$ cat src/rtl/adc_host_pkg.sv
package adc_host_pkg;
    typedef enum logic [2:0] {
        ST_IDLE,
        ST_SETUP,
        ST_PULSE,
        ST_WAIT,
        ST_RD_A,
        ST_GAP,
        ST_RD_B,
        ST_DONE
    } host_state_t;
endpackage

$ cat src/rtl/smp_tick_gen.sv
module smp_tick_gen #(
    parameter int PERIOD_W = 16
) (
    input  logic                clk,
    input  logic                rst_n,
    input  logic                en,
    input  logic [PERIOD_W-1:0] period,
    output logic                tick
);
    localparam int EXT_W = PERIOD_W + 1;

    logic [PERIOD_W-1:0] cnt;
    logic [EXT_W-1:0]    cnt_inc;
    logic                wrap;

    assign cnt_inc = {1'b0, cnt} + EXT_W'(1);
    assign wrap    = (cnt_inc >= {1'b0, period});
    assign tick    = en && wrap;

    always_ff @(posedge clk) begin
        if (!rst_n || !en || wrap) begin
            cnt <= '0;
        end else begin
            cnt <= cnt_inc[PERIOD_W-1:0];
        end
    end
endmodule

$ cat src/rtl/busy_rise_det.sv
module busy_rise_det #(
    parameter int SYNC_N = 2
) (
    input  logic clk,
    input  logic rst_n,
    input  logic busy_in,
    output logic rise
);
    logic [SYNC_N:0] sh;

    always_ff @(posedge clk) begin
        if (!rst_n) begin
            sh <= '1;
        end else begin
            sh <= {sh[SYNC_N-1:0], busy_in};
        end
    end

    assign rise = sh[SYNC_N-1] & ~sh[SYNC_N];
endmodule

$ cat src/rtl/adc_sample_host.sv
module adc_sample_host
    import adc_host_pkg::*;
#(
    parameter int DATA_W    = 16,
    parameter int PERIOD_W  = 16,
    parameter int TO_W      = 16,
    parameter int SETUP_CYC = 2,
    parameter int PULSE_CYC = 5,
    parameter int RD_CYC    = 3,
    parameter int SYNC_N    = 2
) (
    input  logic                clk,
    input  logic                rst_n,
    input  logic                enable,
    input  logic [PERIOD_W-1:0] period,
    input  logic                byte_mode,
    input  logic [TO_W-1:0]     timeout_lim,
    output logic                adc_rc_n,
    output logic                adc_cs_n,
    output logic                adc_byte_sel,
    input  logic                adc_busy,
    input  logic [DATA_W-1:0]   adc_data,
    output logic                smp_valid,
    output logic [DATA_W-1:0]   smp_data,
    output logic                done_irq,
    output logic                overrun,
    output logic                timeout_err
);
    localparam int HALF_W     = DATA_W / 2;
    localparam int STROBE_MAX = (SETUP_CYC > PULSE_CYC) ?
                                ((SETUP_CYC > RD_CYC) ? SETUP_CYC : RD_CYC) :
                                ((PULSE_CYC > RD_CYC) ? PULSE_CYC : RD_CYC);
    localparam int STROBE_W   = $clog2(STROBE_MAX + 1);
    localparam int PH_W       = (TO_W > STROBE_W) ? TO_W : STROBE_W;
    localparam logic [PH_W:0] SETUP_L = (PH_W+1)'(SETUP_CYC);
    localparam logic [PH_W:0] PULSE_L = (PH_W+1)'(PULSE_CYC);
    localparam logic [PH_W:0] RD_L    = (PH_W+1)'(RD_CYC);

    host_state_t        st, st_n;
    logic [PH_W-1:0]    ph;
    logic [PH_W:0]      ph_nxt;
    logic [PH_W:0]      to_ext;
    logic               tick;
    logic               busy_rise;
    logic               mode_q;
    logic [HALF_W-1:0]  lo_q;
    logic [DATA_W-1:0]  word_q;

    smp_tick_gen #(.PERIOD_W(PERIOD_W)) u_tick (
        .clk   (clk),
        .rst_n (rst_n),
        .en    (enable),
        .period(period),
        .tick  (tick)
    );

    busy_rise_det #(.SYNC_N(SYNC_N)) u_busy (
        .clk    (clk),
        .rst_n  (rst_n),
        .busy_in(adc_busy),
        .rise   (busy_rise)
    );

    assign ph_nxt = {1'b0, ph} + (PH_W+1)'(1);
    assign to_ext = (PH_W+1)'(timeout_lim);

    // next-state selection
    always_comb begin
        st_n = st;
        unique case (st)
            ST_IDLE:  if (tick) st_n = ST_SETUP;
            ST_SETUP: if (ph_nxt == SETUP_L) st_n = ST_PULSE;
            ST_PULSE: if (ph_nxt == PULSE_L) st_n = ST_WAIT;
            ST_WAIT: begin
                if (busy_rise)            st_n = ST_RD_A;
                else if (ph_nxt >= to_ext) st_n = ST_IDLE;
            end
            ST_RD_A:  if (ph_nxt == RD_L) st_n = mode_q ? ST_GAP : ST_DONE;
            ST_GAP:   st_n = ST_RD_B;
            ST_RD_B:  if (ph_nxt == RD_L) st_n = ST_DONE;
            ST_DONE:  st_n = ST_IDLE;
            default:  st_n = ST_IDLE;
        endcase
    end

    // state register, phase counter, captures and sticky flags
    always_ff @(posedge clk) begin
        if (!rst_n) begin
            st          <= ST_IDLE;
            ph          <= '0;
            mode_q      <= 1'b0;
            lo_q        <= '0;
            word_q      <= '0;
            overrun     <= 1'b0;
            timeout_err <= 1'b0;
        end else begin
            st <= st_n;
            ph <= (st_n != st) ? '0 : ph_nxt[PH_W-1:0];
            if (st == ST_IDLE && tick) mode_q <= byte_mode;
            if (st == ST_RD_A && st_n != ST_RD_A) begin
                if (mode_q) lo_q   <= adc_data[HALF_W-1:0];
                else        word_q <= adc_data;
            end
            if (st == ST_RD_B && st_n == ST_DONE)
                word_q <= {adc_data[HALF_W-1:0], lo_q};
            if (tick && st != ST_IDLE) overrun <= 1'b1;
            if (st == ST_WAIT && st_n == ST_IDLE) timeout_err <= 1'b1;
        end
    end

    // strobes and result outputs decoded from the state
    always_comb begin
        adc_rc_n     = 1'b1;
        adc_cs_n     = 1'b1;
        adc_byte_sel = 1'b0;
        smp_valid    = 1'b0;
        done_irq     = 1'b0;
        unique case (st)
            ST_SETUP: adc_rc_n = 1'b0;
            ST_PULSE: begin adc_rc_n = 1'b0; adc_cs_n = 1'b0; end
            ST_RD_A:  adc_cs_n = 1'b0;
            ST_GAP:   adc_byte_sel = 1'b1;
            ST_RD_B:  begin adc_cs_n = 1'b0; adc_byte_sel = 1'b1; end
            ST_DONE:  begin smp_valid = 1'b1; done_irq = 1'b1; end
            default: ;
        endcase
    end

    assign smp_data = word_q;

    AST_SETUP_BEFORE_START: assert property (@(posedge clk) disable iff (!rst_n)
        ($fell(adc_cs_n) && !adc_rc_n) |-> $past(!adc_rc_n));
    AST_PULSE_ENDS_TOGETHER: assert property (@(posedge clk) disable iff (!rst_n)
        ($rose(adc_cs_n) && $past(!adc_rc_n)) |-> adc_rc_n);
    AST_READ_AFTER_BUSY: assert property (@(posedge clk) disable iff (!rst_n)
        (!adc_cs_n && adc_rc_n && !$past(!adc_cs_n && adc_rc_n))
            |-> $past(st == ST_WAIT || st == ST_GAP));
    AST_WORD_MODE_NO_BSEL: assert property (@(posedge clk) disable iff (!rst_n)
        !mode_q |-> !adc_byte_sel);
    AST_VALID_ONE_CYCLE: assert property (@(posedge clk) disable iff (!rst_n)
        smp_valid |=> !smp_valid);
    AST_OVERRUN_STICKY: assert property (@(posedge clk) disable iff (!rst_n)
        overrun |=> overrun);
    AST_TIMEOUT_STICKY: assert property (@(posedge clk) disable iff (!rst_n)
        timeout_err |=> timeout_err);
endmodule

$ cat config.mk
export PLATFORM = sky130hd
export DESIGN_NAME = adc_sample_host
export DESIGN_NICKNAME = d
export VERILOG_FILES = /design/src/rtl/adc_host_pkg.sv /design/src/rtl/smp_tick_gen.sv /design/src/rtl/busy_rise_det.sv /design/src/rtl/adc_sample_host.sv
export SDC_FILE = /design/constraint.sdc
export NUM_CORES = 1
export LEC_CHECK = 0
export BUFFER_PORTS_ARGS = -buffer_cell sky130_fd_sc_hd__buf_2
export CAP_MARGIN = 20
export CORE_UTILIZATION = 30
export DETAILED_ROUTE_END_ITERATION = 10
export SYNTH_ARGS = -nofsm -noshare
export SYNTH_HDL_FRONTEND = slang
export SYNTH_SLANG_ARGS = --single-unit
$ cat constraint.sdc
create_clock -name clk -period 4.1 [get_ports clk]
set_input_delay 0.615 -clock clk [delete_from_list [all_inputs] [get_ports clk]]
set_output_delay 0.615 -clock clk [all_outputs]
set_load 0.005 [all_outputs]
# After elaboration in Yosys (flattened, before gate mapping)

Cells that the tools add are included.
W data, S select, Z words.

$add $sub $neg: 2
Order comparisons: 2
Equality and inequality tests: 14
Mux-type cells: 16
Bitwise operators: 3
Reductions and logical operators: 20

Operator list:

| operator                | count |
|---|---|
| $mux W16                | 3 |
| $add A16 B1 Y17 const B | 2 |
| $eq A17 B2 Y1 const B   | 2 |
| $ge A17 B16 Y1          | 2 |
| $pmux W3 S8             | 1 |
| $mux W3                 | 7 |
| $eq A17 B3 Y1 const B   | 1 |
| $eq A3 B3 Y1 const B    | 5 |
| $eq A3 B2 Y1 const B    | 2 |
| $logic_and A1 B1 Y1     | 6 |
| $logic_not A3 Y1        | 2 |
| $reduce_or A2 Y1        | 3 |
| $mux W1                 | 4 |
| $reduce_and A2 Y1       | 2 |
| $eq A3 B1 Y1 const B    | 1 |
| $ne A3 B3 Y1            | 1 |
| $ne A3 B3 Y1 const B    | 1 |
| $reduce_bool A3 Y1      | 1 |
| $reduce_or A3 Y1        | 1 |
| $logic_not A1 Y1        | 2 |
| $logic_or A1 B1 Y1      | 2 |
| $mux W2                 | 1 |
| $ne A2 B1 Y1 const B    | 1 |
| $not A1 Y1              | 2 |
| 2 further kinds         | 2 |

Flip-flop bits (word level): 65
Input bits: 53
Output and inout bits: 23
Logic and storage cells: 66

# Depth between registers and ports, before layout

Depth after elaboration: 9
Gate-level depth with buffers: 18
Gate-level depth less buffers: 17

# By module

From an unflattened synthesis, not the netlist that was laid out.

Cells, all modules: 478
Area total of the unflattened synthesis: 4269.1 µm²

Modules (own cells, without submodules):

| module          | instances | cells each | area each (µm²) | sequential area each (µm²) |
|---|---|---|---|---|
| adc_sample_host | 1         | 334        | 2882.8          | 920.9 |
| smp_tick_gen    | 1         | 137        | 1293.7          | 320.3 |
| busy_rise_det   | 1         | 7          | 92.6            | 60.1 |

# Worst setup path after synthesis

OpenSTA, ideal clock, no wires.

Kind: register to register
Start point: register ph[0]
End point: register ph[5]
Library setup time: 0.058 ns
Arrival time: 3.418 ns
Required time: 4.042 ns
Path slack: 0.624 ns
Cell stages (with the launch flop): 14
Path buffers: 1
Clock period less this slack: 3.476 ns
Cell sequence: dfxtp_1 > ha_1 > nand3_1 > nor4_1 > nand2_1 > xnor2_1 > ha_1 > a21o_1 > a2111oi_0 > nand4_1 > a21boi_1 > a2111o_1 > buf_2 > and2b_1

Cells in the longest elaborated chain, start to end: 7
Elaborated cells between the ends (all ways): 14
Classes of those cells: 1 x add/sub; 1 x order compare; 4 x eq/ne; 7 x mux; 1 x reduce/logical

RTL lines:

| item                                | line                  | RTL |
|---|---|---|
| from (decl)                         | adc_sample_host.sv:40 | `logic [PH_W-1:0] ph;` |
| from (signal assigned)              | adc_sample_host.sv:98 | `ph <= (st_n != st) ? '0 : ph_nxt[PH_W-1:0];` |
| $add A16 B1 Y17 *                   | adc_sample_host.sv:64 | `assign ph_nxt = {1'b0, ph} + (PH_W+1)'(1);` |
| named net ph_nxt[14]                | adc_sample_host.sv:41 | `logic [PH_W:0] ph_nxt;` |
| $ge A17 B16 Y1                      | adc_sample_host.sv:76 | `else if (ph_nxt >= to_ext) st_n = ST_IDLE;` |
| $mux W3                             | adc_sample_host.sv:76 |  |
| $mux W3                             | adc_sample_host.sv:75 | `if (busy_rise) st_n = ST_RD_A;` |
| $pmux W3 S8 *                       | adc_sample_host.sv:70 | `unique case (st)` |
| $ne A3 B3 Y1 *                      | adc_sample_host.sv:98 |  |
| $reduce_or A2 Y1 (no source line) * | -                     |  |

Mark *: on every way through the listed nets, which the timed path passes. The rest lies on a longest branch.
A chain may end at the register's enable or synchronous reset.

# Worst setup path in the final report

Start point: register ph[5]
End point: register word_q[10], in the netlist smp_data[10]

Cells in the longest elaborated chain, start to end: 9
Elaborated cells between the ends (all ways): 20
Classes of those cells: 1 x add/sub; 1 x order compare; 6 x eq/ne; 8 x mux; 4 x reduce/logical

RTL lines:

| item                                                                       | line                                           | RTL |
|---|---|---|
| $add A16 B1 Y17 *                                                          | adc_sample_host.sv:64                          |  |
| named net ph_nxt[15]                                                       | adc_sample_host.sv:41                          |  |
| $ge A17 B16 Y1                                                             | adc_sample_host.sv:76                          |  |
| $mux W3                                                                    | adc_sample_host.sv:76                          |  |
| $mux W3                                                                    | adc_sample_host.sv:75                          |  |
| $pmux W3 S8 *                                                              | adc_sample_host.sv:70                          |  |
| $eq A3 B3 Y1 / $ne A3 B3 Y1 (equally long branches)                        | adc_sample_host.sv:104, adc_sample_host.sv:100 |  |
| $logic_and A1 B1 Y1, on equally long branches                              | adc_sample_host.sv:104, adc_sample_host.sv:100 |  |
| $ne A2 B1 Y1 (no source line) / $reduce_bool A2 Y1 (equally long branches) | -                                              |  |
| $reduce_and A2 Y1 (no source line)                                         | -                                              |  |
| to (signal assigned)                                                       | adc_sample_host.sv:102                         | `else word_q <= adc_data;` |
| to (signal assigned)                                                       | adc_sample_host.sv:105                         | `word_q <= {adc_data[HALF_W-1:0], lo_q};` |
| to (decl)                                                                  | adc_sample_host.sv:47                          | `logic [DATA_W-1:0] word_q;` |

Marks and branches as above.

==> impl_metrics.ini <==
[outcome]
result_of_the_run = completed

[detailed_routing]
postRouteAntennaNets = 0
detailed_router_s_first_iteration_violation_count = 204
num_vias = 3346
route.detailed.drc = 0
routed_wirelength_mm = 8.92
route.detailed.wl_per_inst_um = 12.8
detail_route.vias_per_cell = 4.81
first_pass_iters = 5

[logic_synthesis]
synth_xor_xnor_area_share = 0.0718
post_synth_mux_area_share = 0.0672
ys_flop_type = sky130_fd_sc_hd__dfxtp_1
synth-compound-area-share = 0.129
netlist_instances = 447
count_of_unique_library_cells_instantiated_by_yosys = 56
ys_top_cells_by_area = sky130_fd_sc_hd__dfxtp_1 (32%), sky130_fd_sc_hd__ha_1 (12%), sky130_fd_sc_hd__nor2b_1 (4.4%), sky130_fd_sc_hd__o221a_2 (4.2%), sky130_fd_sc_hd__xnor2_1 (4.1%)
yosys.area_share.adder = 0.115
yosysWarningCount = 0
avgSynthCellArea_um2 = 9.00
number_of_enable_flip_flop_cells_after_synthesis = 0
synthesis.area_um2 = 4020
synthDominantCellAreaShare = 0.323
yosys.area.top_type = sky130_fd_sc_hd__dfxtp_1
largest_family_of_logic_cells_by_synthesized_area = simple AND/OR/NAND/NOR gates
postSynth.asyncResetShare = 0
syn-num-nets = 537
simple_gate_area_share_of_the_yosys_netlist = 0.229
postSynthRegisterBits = 65
yosysSeqAreaShare = 0.323

[clock_network]
hold_buffers = 0
cts.sinks = 65
cts_max_path_buffers = 2
cts_buffers = 9
tritoncts = yes
cts_htree_levels = 3
clk_latency_ps = 330
cts.clk_slew.worst_paths_ps = 60
cts_root_buffer = sky130_fd_sc_hd__clkbuf_16

[critical_path]
crit_chain = nand4_4 -> or4_4 -> nor2_1 -> xor2_1 -> ha_1 -> nand3_1 -> nor4_1 -> o21ai_0 -> nand4_1 -> nand3_1 -> o21ai_1 -> o21bai_4 -> o221a_2
worst_r2r_startpoint = ph[5]$_SDFF_PP0_
required_worst_endpoint_ps = 4320
critPathArrivalTime_ps = 4070
startpoint_type_of_the_worst_setup_path = flip-flop
stage_delay_of_the_slowest_cell_on_the_critical_path_ps = 560
rrSetupSlack_ps = 250
critical_path.endpoint_type = flip-flop
timing.critical_path.mode_cell = sky130_fd_sc_hd__nand3_1
path_max_fanout = 16
cpMaxStageDelayCell = sky130_fd_sc_hd__or4_4
timing_worst_setup_path_type = flip-flop to flip-flop
worst-r2r-cell-count = 13
r2r_end = smp_data[10]$_SDFFE_PN0P_

[timing]
timing.final.max_slew_violations = 0
post-route-period-util = 0.938
setup_tns_ps = 0
tightestPinTransition_ps = 668
finalSetupViolations = 0
rsz0062_at_grt = false
timing.fmax_mhz = 260
timing.final.hold_violations = 0
final_worst_clock_skew_ps = 6.44
min_period_ps = 3850
max_slew_margin = 0.551

[power_and_ir_drop]
pwr_density_cell_nw_per_um2 = 310
power_leakage_nw = 2.29
peakVddDrop_uv = 236
design_power_total_mw = 1.50

[global_routing]
grt.total_usage = 0.135
antenna_violations_before_repair = 0
grt_start_max_net_pins = 23
global_route.overflow_total = 0
wire_length_of_the_first_global_routing_pass_mm = 15.2
first_global_vias = 3222

[floorplan]
floorplan.initialDensity = 0.314
design.die.area_um2 = 13900
die_h_um = 118
die_w_um = 118
core_area_um2 = 12800
floorplan.io_pins = 76
floorplan.rows = 41

[worst_hold_path]
start_point_of_the_worst_min_delay_path = u_busy.sh[0]$_SDFF_PN1_
hp-class = flip-flop to flip-flop
worstHoldPathCells = 1
whs_endpoint = u_busy.sh[1]$_SDFF_PN1_

[layout]
syn_to_final_growth_pct = 20.5
diodes = 0
final_net_count = 608
drive_above_1_share = 0.252

[placement]
placed_wire_length_estimate_mm = 6.91
port_buffers = 75
routabilityCongestion = 0.862

[job]
drv_cap = 0
-- placed cells by master (no fill, tap or decap), drive strengths merged, types with 18 or more instances in the layout --
master	count
dfxtp	65
ha	37
inv	37
nor2	38
xnor2	19
nand2	21
buf	80
nor2b	28
nand3	18
-- Yosys cell counts, types with 2 or more instances --
library cell / n
sky130_fd_sc_hd__ha_1: 37
sky130_fd_sc_hd__nand4_1: 10
sky130_fd_sc_hd__nor3_1: 8
sky130_fd_sc_hd__buf_2: 5
sky130_fd_sc_hd__a21boi_1: 2
sky130_fd_sc_hd__nand4bb_1: 2
sky130_fd_sc_hd__o221a_2: 15
sky130_fd_sc_hd__nand2_1: 21
sky130_fd_sc_hd__xnor2_1: 19
sky130_fd_sc_hd__inv_1: 36
sky130_fd_sc_hd__and3_1: 3
sky130_fd_sc_hd__a2111oi_0: 2
sky130_fd_sc_hd__nor3b_1: 3
sky130_fd_sc_hd__mux2_1: 10
sky130_fd_sc_hd__and4_1: 4
sky130_fd_sc_hd__a21o_1: 2
sky130_fd_sc_hd__nor2b_1: 28
sky130_fd_sc_hd__mux2_2: 6
sky130_fd_sc_hd__a31oi_1: 2
sky130_fd_sc_hd__or2_2: 3
sky130_fd_sc_hd__o21a_1: 2
sky130_fd_sc_hd__nand3_1: 18
sky130_fd_sc_hd__a21oi_1: 16
sky130_fd_sc_hd__nand2b_1: 7
sky130_fd_sc_hd__a211oi_1: 4
sky130_fd_sc_hd__xor2_1: 14
sky130_fd_sc_hd__and2b_1: 4
sky130_fd_sc_hd__o21ai_0: 8
sky130_fd_sc_hd__buf_6: 2
sky130_fd_sc_hd__dfxtp_1: 65
sky130_fd_sc_hd__mux2i_1: 9
sky130_fd_sc_hd__nor4_1: 8
sky130_fd_sc_hd__nor2_1: 37
sky130_fd_sc_hd__clkbuf_1: 9
sky130_fd_sc_hd__o31ai_1: 3
sky130_fd_sc_hd__buf_4: 3
-- timing repair --
item,CTS,global route
endpoints found under the setup margin,0,11
setup buffers,0,1
resized for setup,0,4
-- worst max path at each step --
stage	slack, ps	start	cells past startpoint	endpoint
floorplan	620	ph[0]$_SDFF_PP0_	13	ph[5]$_SDFF_PP0_
CTS	140	ph[4]$_SDFF_PP0_	13	lo_q[7]$_SDFFE_PN0P_
global route	10	ph[0]$_SDFF_PP0_	13	smp_data[0]$_SDFFE_PN0P_
global placement	240	ph[4]$_SDFF_PP0_	13	lo_q[4]$_SDFFE_PN0P_
detailed placement	160	ph[4]$_SDFF_PP0_	13	lo_q[7]$_SDFFE_PN0P_
finish	250	ph[5]$_SDFF_PP0_	13	smp_data[10]$_SDFFE_PN0P_
-- flip-flops by register name, summed over array words and instances, names as in the netlist --
name / count
lo_q: 8
mode_q: 1
overrun: 1
ph: 16
smp_data: 16
st: 3
timeout_err: 1
u_busy.sh: 3
u_tick.cnt: 16
-- final cells by class --
class                           count  area (um^2)
Multi-Input combinational cell    326         2480
Inverter                           36          135
Timing Repair Buffer               80          425
Clock buffer                       11          253
Sequential cell                    65         1300
Clock inverter                      5         38.8
Fill cell                        1318         7980
Tap cell                          172          215
-- cells by family after synthesis --
group | count (synthesis)
buf+inv | 56
mux | 25
compound gates | 66
simple gates | 165
flops | 65
fa+ha+maj | 37
xor+xnor | 33
-- through the flow --
| stage | hold slack (ps) | worst slack (ps) | utilization | area [um^2] | std cells |
|---|---|---|---|---|---|
| global placement | 390 | 242 | 0.352 | 4520 | 678 |
| detailed placement | 392 | 162 | 0.352 | 4520 | 678 |
| CTS | 405 | 139 | 0.375 | 4810 | 694 |
| floorplan | 386 | 624 | - | 4020 | 447 |
| finish | 404 | 253 | 0.378 | 4850 | 695 |
| global route | 456 | 12.1 | 0.378 | 4850 | 695 |
-- power by group --
part / switching (mW) / internal, mW / leakage (nW) / total (mW)
clock: 0.284 / 0.444 / 0.142 / 0.728
combinational: 0.0668 / 0.0583 / 1.62 / 0.125
sequential: 0.0111 / 0.640 / 0.526 / 0.651
-- critical path: cells and delay by family, from the launching register on --
kind / cells / cell delay (ps)
fa+ha+maj: 1 / 300
flops: 1 / 520
xor+xnor: 1 / 100
simple gates: 7 / 1830
compound gates: 4 / 980
-- per-layer routing --
| metal | wire, um | part of all wire | vias up | global-route usage |
|---|---|---|---|---|
| met5 | 0 | 0 | - | 0 |
| met4 | 150 | 0.017 | 0 | 0.0529 |
| met3 | 378 | 0.042 | 11 | 0.0383 |
| met2 | 4100 | 0.46 | 63 | 0.217 |
| met1 | 4290 | 0.48 | 1550 | 0.170 |
| li1 | - | - | 1722 | - |
Note: power is estimated with default switching activity, not from simulation.
